===== src/rtl/sb_pkg.sv =====
package sb_pkg;
    typedef enum logic [1:0] {
        SB_IDLE = 2'd0,
        SB_FILL = 2'd1,
        SB_FULL = 2'd2
    } sb_state_e;
endpackage


===== src/rtl/sb_store.sv =====
// Tagged FIFO of prefetched blocks; DEPTH must be a power of two.
module sb_store #(
    parameter int ADDR_W = 26,
    parameter int BLK_W  = 256,
    parameter int DEPTH  = 4
) (
    input  logic              clk,
    input  logic              rst_n,
    input  logic              clr,
    input  logic              alloc_en,
    input  logic [ADDR_W-1:0] alloc_tag,
    input  logic              fill_en,
    input  logic [BLK_W-1:0]  fill_data,
    input  logic              pop_en,
    output logic              head_valid,
    output logic [ADDR_W-1:0] head_tag,
    output logic [BLK_W-1:0]  head_data
);
    localparam int PW = (DEPTH > 1) ? $clog2(DEPTH) : 1;

    logic [PW-1:0]     head_ptr, tail_ptr, fill_ptr;
    logic [DEPTH-1:0]  vld_q;
    logic [ADDR_W-1:0] tag_q [DEPTH];
    logic [BLK_W-1:0]  dat_q [DEPTH];

    always_ff @(posedge clk or negedge rst_n) begin
        if (!rst_n) begin
            head_ptr <= '0;
            tail_ptr <= '0;
            fill_ptr <= '0;
            vld_q    <= '0;
        end else if (clr) begin
            head_ptr <= '0;
            tail_ptr <= '0;
            fill_ptr <= '0;
            vld_q    <= '0;
        end else begin
            if (alloc_en) tail_ptr <= tail_ptr + PW'(1);
            if (fill_en)  fill_ptr <= fill_ptr + PW'(1);
            if (pop_en)   head_ptr <= head_ptr + PW'(1);
            for (int i = 0; i < DEPTH; i++) begin
                if (fill_en && fill_ptr == PW'(i))
                    vld_q[i] <= 1'b1;
                else if (pop_en && head_ptr == PW'(i))
                    vld_q[i] <= 1'b0;
            end
        end
    end

    always_ff @(posedge clk) begin
        for (int i = 0; i < DEPTH; i++) begin
            if (alloc_en && tail_ptr == PW'(i)) tag_q[i] <= alloc_tag;
            if (fill_en && fill_ptr == PW'(i))  dat_q[i] <= fill_data;
        end
    end

    assign head_valid = vld_q[head_ptr];
    assign head_tag   = tag_q[head_ptr];
    assign head_data  = dat_q[head_ptr];
endmodule


===== src/rtl/sb_track.sv =====
// Counts responses still owed for requests whose entries were thrown away.
module sb_track #(
    parameter int DEPTH = 4,
    localparam int CW   = $clog2(DEPTH + 1)
) (
    input  logic          clk,
    input  logic          rst_n,
    input  logic          clr,
    input  logic          req_fire,
    input  logic          rsp_fire,
    input  logic [CW-1:0] pend,
    output logic [CW-1:0] drop_cnt,
    output logic          rsp_keep
);
    logic [CW:0] owed;

    always_comb begin
        owed = {1'b0, drop_cnt} + {1'b0, pend} + (CW+1)'(req_fire);
        if (rsp_fire && owed != '0) owed = owed - (CW+1)'(1);
    end

    always_ff @(posedge clk or negedge rst_n) begin
        if (!rst_n)
            drop_cnt <= '0;
        else if (clr)
            drop_cnt <= owed[CW-1:0];
        else if (rsp_fire && drop_cnt != '0)
            drop_cnt <= drop_cnt - CW'(1);
    end

    assign rsp_keep = rsp_fire && (drop_cnt == '0);
endmodule


===== src/rtl/stream_prefetch.sv =====
module stream_prefetch
    import sb_pkg::*;
#(
    parameter int ADDR_W = 26,
    parameter int BLK_W  = 256,
    parameter int DEPTH  = 4
) (
    input  logic              clk,
    input  logic              rst_n,
    input  logic              flush,
    input  logic              lk_valid,
    input  logic [ADDR_W-1:0] lk_addr,
    output logic              lk_hit,
    output logic [BLK_W-1:0]  lk_data,
    output logic              pf_req_valid,
    input  logic              pf_req_ready,
    output logic [ADDR_W-1:0] pf_req_addr,
    input  logic              pf_rsp_valid,
    input  logic [BLK_W-1:0]  pf_rsp_data
);
    localparam int CW = $clog2(DEPTH + 1);

    sb_state_e         state_q, state_d;
    logic [ADDR_W-1:0] next_addr_q;
    logic [CW-1:0]     cnt_q, cnt_d, pend_q, pend_d, drop_cnt;
    logic              head_valid, rsp_keep;
    logic [ADDR_W-1:0] head_tag;
    logic [BLK_W-1:0]  head_data;
    logic              restart, clr, req_fire, alloc_en, fill_en, pop_en;

    // Outputs
    always_comb begin
        lk_hit       = lk_valid && head_valid && (head_tag == lk_addr);
        lk_data      = head_data;
        pf_req_valid = (state_q == SB_FILL) &&
                       (({1'b0, drop_cnt} + {1'b0, pend_q}) < (CW+1)'(DEPTH));
        pf_req_addr  = next_addr_q;
    end

    assign restart  = lk_valid && !lk_hit;
    assign clr      = flush || restart;
    assign req_fire = pf_req_valid && pf_req_ready;
    assign alloc_en = req_fire && !clr;
    assign fill_en  = rsp_keep && (pend_q != '0) && !clr;
    assign pop_en   = lk_hit && !flush;

    always_comb begin
        cnt_d  = clr ? '0 : cnt_q + CW'(alloc_en) - CW'(pop_en);
        pend_d = clr ? '0 : pend_q + CW'(alloc_en) - CW'(fill_en);
        unique case (state_q)
            SB_IDLE:          state_d = SB_IDLE;
            SB_FILL, SB_FULL: state_d = (cnt_d == CW'(DEPTH)) ? SB_FULL : SB_FILL;
            default:          state_d = SB_IDLE;
        endcase
        if (restart) state_d = SB_FILL;
        if (flush)   state_d = SB_IDLE;
    end

    // State register
    always_ff @(posedge clk or negedge rst_n) begin
        if (!rst_n) begin
            state_q     <= SB_IDLE;
            next_addr_q <= '0;
            cnt_q       <= '0;
            pend_q      <= '0;
        end else begin
            state_q <= state_d;
            cnt_q   <= cnt_d;
            pend_q  <= pend_d;
            if (flush)
                next_addr_q <= next_addr_q;
            else if (restart)
                next_addr_q <= lk_addr + ADDR_W'(1);
            else if (alloc_en)
                next_addr_q <= next_addr_q + ADDR_W'(1);
        end
    end

    sb_store #(.ADDR_W(ADDR_W), .BLK_W(BLK_W), .DEPTH(DEPTH)) u_store (
        .clk        (clk),
        .rst_n      (rst_n),
        .clr        (clr),
        .alloc_en   (alloc_en),
        .alloc_tag  (next_addr_q),
        .fill_en    (fill_en),
        .fill_data  (pf_rsp_data),
        .pop_en     (pop_en),
        .head_valid (head_valid),
        .head_tag   (head_tag),
        .head_data  (head_data)
    );

    sb_track #(.DEPTH(DEPTH)) u_track (
        .clk      (clk),
        .rst_n    (rst_n),
        .clr      (clr),
        .req_fire (req_fire),
        .rsp_fire (pf_rsp_valid),
        .pend     (pend_q),
        .drop_cnt (drop_cnt),
        .rsp_keep (rsp_keep)
    );
endmodule


===== config.mk =====
export PLATFORM = sky130hd
export DESIGN_NAME = stream_prefetch
export DESIGN_NICKNAME = d
export VERILOG_FILES = /design/src/rtl/sb_pkg.sv /design/src/rtl/sb_store.sv /design/src/rtl/sb_track.sv /design/src/rtl/stream_prefetch.sv
export SDC_FILE = /design/constraint.sdc
export NUM_CORES = 1
export LEC_CHECK = 0
export ABC_AREA = 1
export BUFFER_PORTS_ARGS = -buffer_cell sky130_fd_sc_hd__buf_2
export CAP_MARGIN = 20
export CORE_ASPECT_RATIO = 0.9
export CORE_MARGIN = 5
export CORE_UTILIZATION = 55
export CTS_BUF_LIST = sky130_fd_sc_hd__clkbuf_8
export CTS_CLUSTER_SIZE = 10
export DETAILED_ROUTE_END_ITERATION = 12
export GPL_ROUTABILITY_DRIVEN = 0
export GPL_TIMING_DRIVEN = 0
export PLACE_DENSITY = 0.77
export SLEW_MARGIN = 40
export SYNTH_ARGS = -nofsm -noshare
export SYNTH_HDL_FRONTEND = slang
export SYNTH_SLANG_ARGS = --single-unit
export TNS_END_PERCENT = 1

===== constraint.sdc =====
create_clock -name clk -period 10.5 [get_ports clk]
set_input_delay 2.1 -clock clk [delete_from_list [all_inputs] [get_ports clk]]
set_output_delay 2.1 -clock clk [all_outputs]
set_load 0.02 [all_outputs]

==> metrics.cfg, run 1 <==
[run_status]
outcome=finished, final reports clean

[sta]
final-max-slew-violation-count=0
rsz0062_at_grt=false
setup_tns_ns=0
finalSetupViolCount=0
final_hold_viol_count=0
relSlewSlack=0.4157
worst_pin_slew_ns=0.8765
fin_worst_skew_ns=0.05146
fin_crit_ns=6.719
post-route-period-util=0.6399
max_freq_ghz=0.1488
worst_hold_slack_ns=0.5125

[flow_run]
cap_violations=0

[pwr]
power_density_nw_per_um2=168.8
p_sw_frac=0.2229
leakagePower_uw=0.01982
ir_drop_mv=0.1396
power_frac_seq=0.575
p_int_uw=7080
totalPowerFinal_uw=9111
p_clk_frac=0.387
p_switching_uw=2031
combPwrFrac=0.038

[critical_path]
max_stage_delay_ns=0.63
worstPathRequired_ns=8.40
endpoint_kind=primary output
worst_r2r_endpoint=u_store.dat_q[1][93]
r2r_cells=21
timing.rr.start=u_store.head_ptr[0]
critPathLaunch=u_store.head_ptr[0]
cp-start-kind=flip-flop
cp_data_arrival_time_ns=4.62
crit_end=lk_data[172]
rrSetupSlack_ns=5.33
critPathKind=reg -> out
worstPathMaxFanout=10
crit_slowest_cell=clkbuf_1
path_cells=buf_6 -> buf_2 -> clkbuf_1 -> clkbuf_2 -> clkbuf_2 -> buf_1 -> nor2_1 -> o22ai_1 -> buf_2

[global_routing]
grt_max_degree=72
track_usage=0.2781
grt_pass1_wl_um=187500
antenna_found_initial=51
grt_pass1_vias=31047
overflow=0

[route]
drt_iter0_markers=3685
drc=0
via_per_inst=5.796
wl_um=127700
wire_per_inst_um=23.31
drtPass1Iterations=9
via_count=31750
ant_nets=0

[clock_network]
worstSkewPairLatency_ns=0.84
post-cts-setup-buffer-count=0
cts_tree=built
cts_made_buffers=178
clockRootBuffer=clkbuf_8
ctsResizeCount=0
clk_pin_slew_worst_paths_ns=0.06
clock-sinks=1175
cts_hold_repair.buffers=0
clock_path_buffers=3
cts_htree_levels=4

[layout]
layout.cells.non_filler=5478
nNetsFinal=4534
syn_to_final_growth_pct=18.12
drive_gt1_frac=0.2036

[floorplanning]
dieArea_um2=88960
die_h_um=283.5
start_util=0.5534
core_area_um2=82580
dieWidth_um=313.8
boundaryPins=572
rows=100

[hold_path]
hold_path.class=reg -> reg
min-delay-start=u_store.vld_q[2]

[synthesis]
synth-seq-area-share=0.7669
synth-edff-count=1128
ys_types=38
syn_avg_cell_area_um2=13.26
ys_ff_latch=1175
synth-async-reset-ratio=0.04000
ys.warnings.count=0
postSynth.topFlopCell=edfxtp_1
ys_top_cells_by_area=edfxtp_1, o21ai_0, nor2_1
syn_inst=3446
synth_top_area_frac=0.7412
synth_area_um2=45700
yosys.area.top_type=edfxtp_1
synth_nets=3763

[placed_design]
dp_hpwl_um=85070
place_inst=5108
portBuffers=570

## synth_stat cells, drive strengths merged, types with 2 or more instances
library cell,instances
o22ai,256
clkbuf,164
o2111ai,2
edfxtp,1128
nand2,383
or2,4
a21oi,5
dfrtp,47
nor4,2
o211ai,2
nand3,140
ha,26
nor2,580
a31oi,2
fa,3
nor3,5
nand3b,5
xor2,8
nand4,9
xnor2,6
o21bai,4
buf,38
inv,87
o21ai,537
## per-layer routing
layer  up-vias  routed length, um  track usage
met3       301              12950      0.07171
met2      1770              62350       0.4513
met4        24               5249       0.1205
li1      14280                  -            -
met5         -                161            0
met1     15375              47000       0.3597
## power groups by stage
stage | logic [uW] | registers [uW] | clock network, uW
global route | 385 | 5240 | 3790
CTS | 342 | 5240 | 3560
floorplan | 142 | 5340 | 0
finish | 347 | 5240 | 3520
detailed placement | 340 | 5340 | 0
global placement | 326 | 5340 | 0
## cell families after synthesis
family,share of synthesized area
flip-flops,0.7669
AND/OR/NAND/NOR,0.09955
AO/OA/AOI/OAI,0.09659
buffers and inverters,0.02582
adder cells (fa/ha/maj),0.008433
XOR/XNOR,0.002683
## stage by stage
stage / utilization / setup slack [ns] / instance area (um2)
global placement: 0.6042 / -3.221 / 49890
CTS: 0.6525 / 3.571 / 53880
finish: 0.6537 / 3.781 / 53980
global route: 0.6533 / 3.469 / 53950
detailed placement: 0.6119 / 4.068 / 50530
floorplan: - / 1.212 / 45700
## flip-flops by register name, indices dropped and copies added (netlist names), 3 cells and up
name and flops:
cnt_q 3, pend_q 3, pf_req_addr 26, u_store.dat_q 1024
u_store.tag_q 104, u_store.vld_q 4, u_track.drop_cnt 3
## final cells by class
type	instances	area, um2
Fill cell	5965	28600
Inverter	87	361.6
Antenna cell	41	102.6
Multi-Input combinational cell	1982	9508
Clock inverter	147	845.8
Clock buffer	182	2505
Sequential cell	1175	35050
Tap cell	1071	1340
Buffer	202	863.3
Timing Repair Buffer	591	3408
## worst min path at each step
stage | endpoint | slack [ns] | depth (start not counted)
4_1_cts | u_store.vld_q[1] | 0.51 | 2
5_1_grt | u_store.vld_q[2] | 0.55 | 2
3_3_place_gp | u_store.vld_q[2] | 0.48 | 2
6_report | u_store.vld_q[2] | 0.51 | 2
2_1_floorplan | u_store.vld_q[1] | 0.46 | 2
3_5_place_dp | u_store.vld_q[2] | 0.50 | 2
## worst max-delay path: cells and delay by family (launching register included)
family / cells / cell delay (ns)
and+or+nand+nor: 1 / 0.13
buffers and inverters: 7 / 3.08
AOI/OAI and AO/OA: 1 / 0.20
DFF: 1 / 0.39
## cells in the final DEF, fill, tap and decap left out, types with 7 or more instances in the layout
master    count
nand2_2       9
buf_4         7
nand3_1     140
dfrtp_1      47
o22ai_1     256
nor2_2       10
ha_1         26
clkbuf_1    152
edfxtp_1   1128
nor2_1      564
nand4_1       9
o21ai_0     534
clkbuf_2     12
diode_2      41
clkinv_2     22
inv_1       136
nand2_1     372
buf_2       581
xor2_1        8
buf_16       19
buf_1        13
clkbuf_8    182
clkinv_1     50
buf_6         7
No activity file was read; power rests on OpenSTA's default activity.
==> run 2, diff against run 1 <==
--- a/config.mk
+++ b/config.mk
@@ -10,13 +10,13 @@
 export CAP_MARGIN = 20
 export CORE_ASPECT_RATIO = 0.9
 export CORE_MARGIN = 5
-export CORE_UTILIZATION = 55
+export CORE_UTILIZATION = 54
 export CTS_BUF_LIST = sky130_fd_sc_hd__clkbuf_8
 export CTS_CLUSTER_SIZE = 10
 export DETAILED_ROUTE_END_ITERATION = 12
 export GPL_ROUTABILITY_DRIVEN = 0
 export GPL_TIMING_DRIVEN = 0
-export PLACE_DENSITY = 0.77
+export PLACE_DENSITY = 0.79
 export SLEW_MARGIN = 40
 export SYNTH_ARGS = -nofsm -noshare
 export SYNTH_HDL_FRONTEND = slang
==> constraint.sdc (replaced) <==
create_clock -name clk -period 5.6 [get_ports clk]
set_input_delay 1.12 -clock clk [delete_from_list [all_inputs] [get_ports clk]]
set_output_delay 1.12 -clock clk [all_outputs]
set_load 0.02 [all_outputs]
==> run 2 against run 1 <==
  * Via count increased by 1.3%
  * Non-clock buffer count increased by 36
  * Design area increased by 1.3%
  * Routed wire length increased by 1.1%
  * Clock skew increased by 0.023 ns
  * Highest routed layer unchanged
==> metrics.cfg, run 2 (same netlist as run 1, synthesis figures left out) <==
[clock_network]
clock-sinks=1175
clockRootBuffer=clkbuf_8
worstSkewPairLatency_ns=0.85
clk_pin_slew_worst_paths_ns=0.06
cts_htree_levels=4
post-cts-setup-buffer-count=0
cts_tree=built
clock_path_buffers=3
cts_made_buffers=176

[route]
via_per_inst=5.771
wl_um=129100
drt_iter0_markers=3848
drtPass1Iterations=9
drc=0
ant_nets=0
wire_per_inst_um=23.18
via_count=32148

[critical_path]
worstPathRequired_ns=4.48
crit_slowest_cell=buf_1
timing.rr.start=u_store.head_ptr[1]
critPathKind=reg -> out
r2r_cells=25
endpoint_kind=primary output
cp-start-kind=flip-flop
max_stage_delay_ns=0.48
path_buf_inv=7
cp_data_arrival_time_ns=4.26
rrSetupSlack_ns=0.65
path_cells=buf_6 -> buf_2 -> clkbuf_2 -> clkbuf_4 -> clkbuf_2 -> buf_1 -> nor2_1 -> o22ai_1 -> buf_2
worst_r2r_endpoint=state_q[0]
critPathTopFamily=buffers and inverters
worstPathMaxFanout=10

[placed_design]
dp_hpwl_um=88680
portBuffers=570
dp_slack_ns=0.7148
place_inst=5206

[floorplanning]
dieWidth_um=316.7
dieArea_um2=90560
start_util=0.5430
boundaryPins=572
core_area_um2=84160
rows=101
die_h_um=286.0

[layout]
drive_gt1_frac=0.2097
layout_common_cells=edfxtp_1, buf_2, nor2_1
layout.cells.non_filler=5571
nNetsFinal=4568
largest_reg_flops=1024
regMostFlops=u_store.dat_q
syn_to_final_growth_pct=19.71
final_common_cell=edfxtp_1

[pwr]
power_density_nw_per_um2=308.9
ir_drop_mv=0.2965
leakagePower_uw=0.02013
totalPowerFinal_uw=16900

[global_routing]
antenna_found_initial=49
track_usage=0.2770
grt_max_degree=48
grt_pass1_wl_um=188300
grt_pass1_vias=31169
overflow=0

[sta]
fin_worst_skew_ns=0.07424
final_hold_viol_count=0
finalSetupViolCount=0
final-max-slew-violation-count=0
setup_ws_ns=0.2218
post-route-period-util=0.9604
worst_pin_slew_ns=0.7781
max_freq_ghz=0.1859
worst_hold_slack_ns=0.3074
relSlewSlack=0.4813
fin_crit_ns=5.378
rsz0062_at_grt=true

[flow_run]
cap_violations=0

[hold_path]
hold_path.class=in -> async

[run_status]
outcome=finished, final reports clean

==> run 2: cell count changes in the layout (fill, tap and decap cells not counted), moves of 5 or more <==
| cell | before | now |
|---|---|---|
| nand2_4 | 2 | 7 |
| clkinv_1 | 50 | 40 |
| nand2_1 | 372 | 367 |
| diode_2 | 41 | 47 |
| buf_12 | 0 | 29 |
| clkinv_8 | 6 | 1 |
| inv_1 | 136 | 149 |
| clkinv_2 | 22 | 10 |
| clkinvlp_4 | 3 | 8 |
==> run 2: stage by stage <==
| stage | area [um2] | utilization | setup TNS [ns] |
|---|---|---|---|
| 2_1_floorplan | 45780 | - | -890.30 |
| 3_3_place_gp | 50050 | 0.5946 | -4396.75 |
| 3_5_place_dp | 51390 | 0.6106 | 0 |
| 4_1_cts | 54590 | 0.6486 | 0 |
| 5_1_grt | 54650 | 0.6494 | -0.006278 |
| 6_report | 54710 | 0.6500 | 0 |
==> run 2: repair_timing <==
action / in CTS / in global routing
endpoints found under the hold margin: 0 / 0
endpoints found under the setup margin: 15 / 5
hold buffers: 0 / 0
gates resized for setup: 2 / 6
==> run 2: power by group <==
group / internal (uW) / switching [uW]
Combinational: 225 / 430
Clock: 3130 / 3280
Sequential: 9720 / 114
Total: 13100 / 3820
==> run 2: area by class of cell <==
type / count / area [um2]
diodes: 47 / 117.6
inverters: 87 / 354.1
flip-flops and latches: 1175 / 35050
well taps: 1133 / 1418
clock inverters: 140 / 745.7
clock buffers: 178 / 2450
multi-input cells: 1982 / 9550
plain buffers: 202 / 880.8
repair buffers: 627 / 4144
fillers: 5977 / 29450
==> run 2: worst max-delay path by stage <==
stage	depth (start not counted)	end	startpoint
after floorplan	17	u_store.dat_q[0][0]	lk_addr[15]
after global placement	18	u_store.dat_q[0][173]	lk_addr[11]
after detailed placement	9	lk_data[100]	u_store.head_ptr[0]
after CTS	9	lk_data[249]	u_store.head_ptr[0]
after global routing	9	lk_data[147]	u_store.head_ptr[0]
final	9	lk_data[156]	u_store.head_ptr[0]
==> run 2: metal layers <==
metal / vias to the layer above / GRT usage / part of all wire
li1: 14343 / - / -
met2: 1916 / 0.4393 / 0.48
met1: 15507 / 0.3587 / 0.36
met4: 26 / 0.1264 / 0.045
met3: 356 / 0.07961 / 0.11
met5: - / 0 / 0.0012
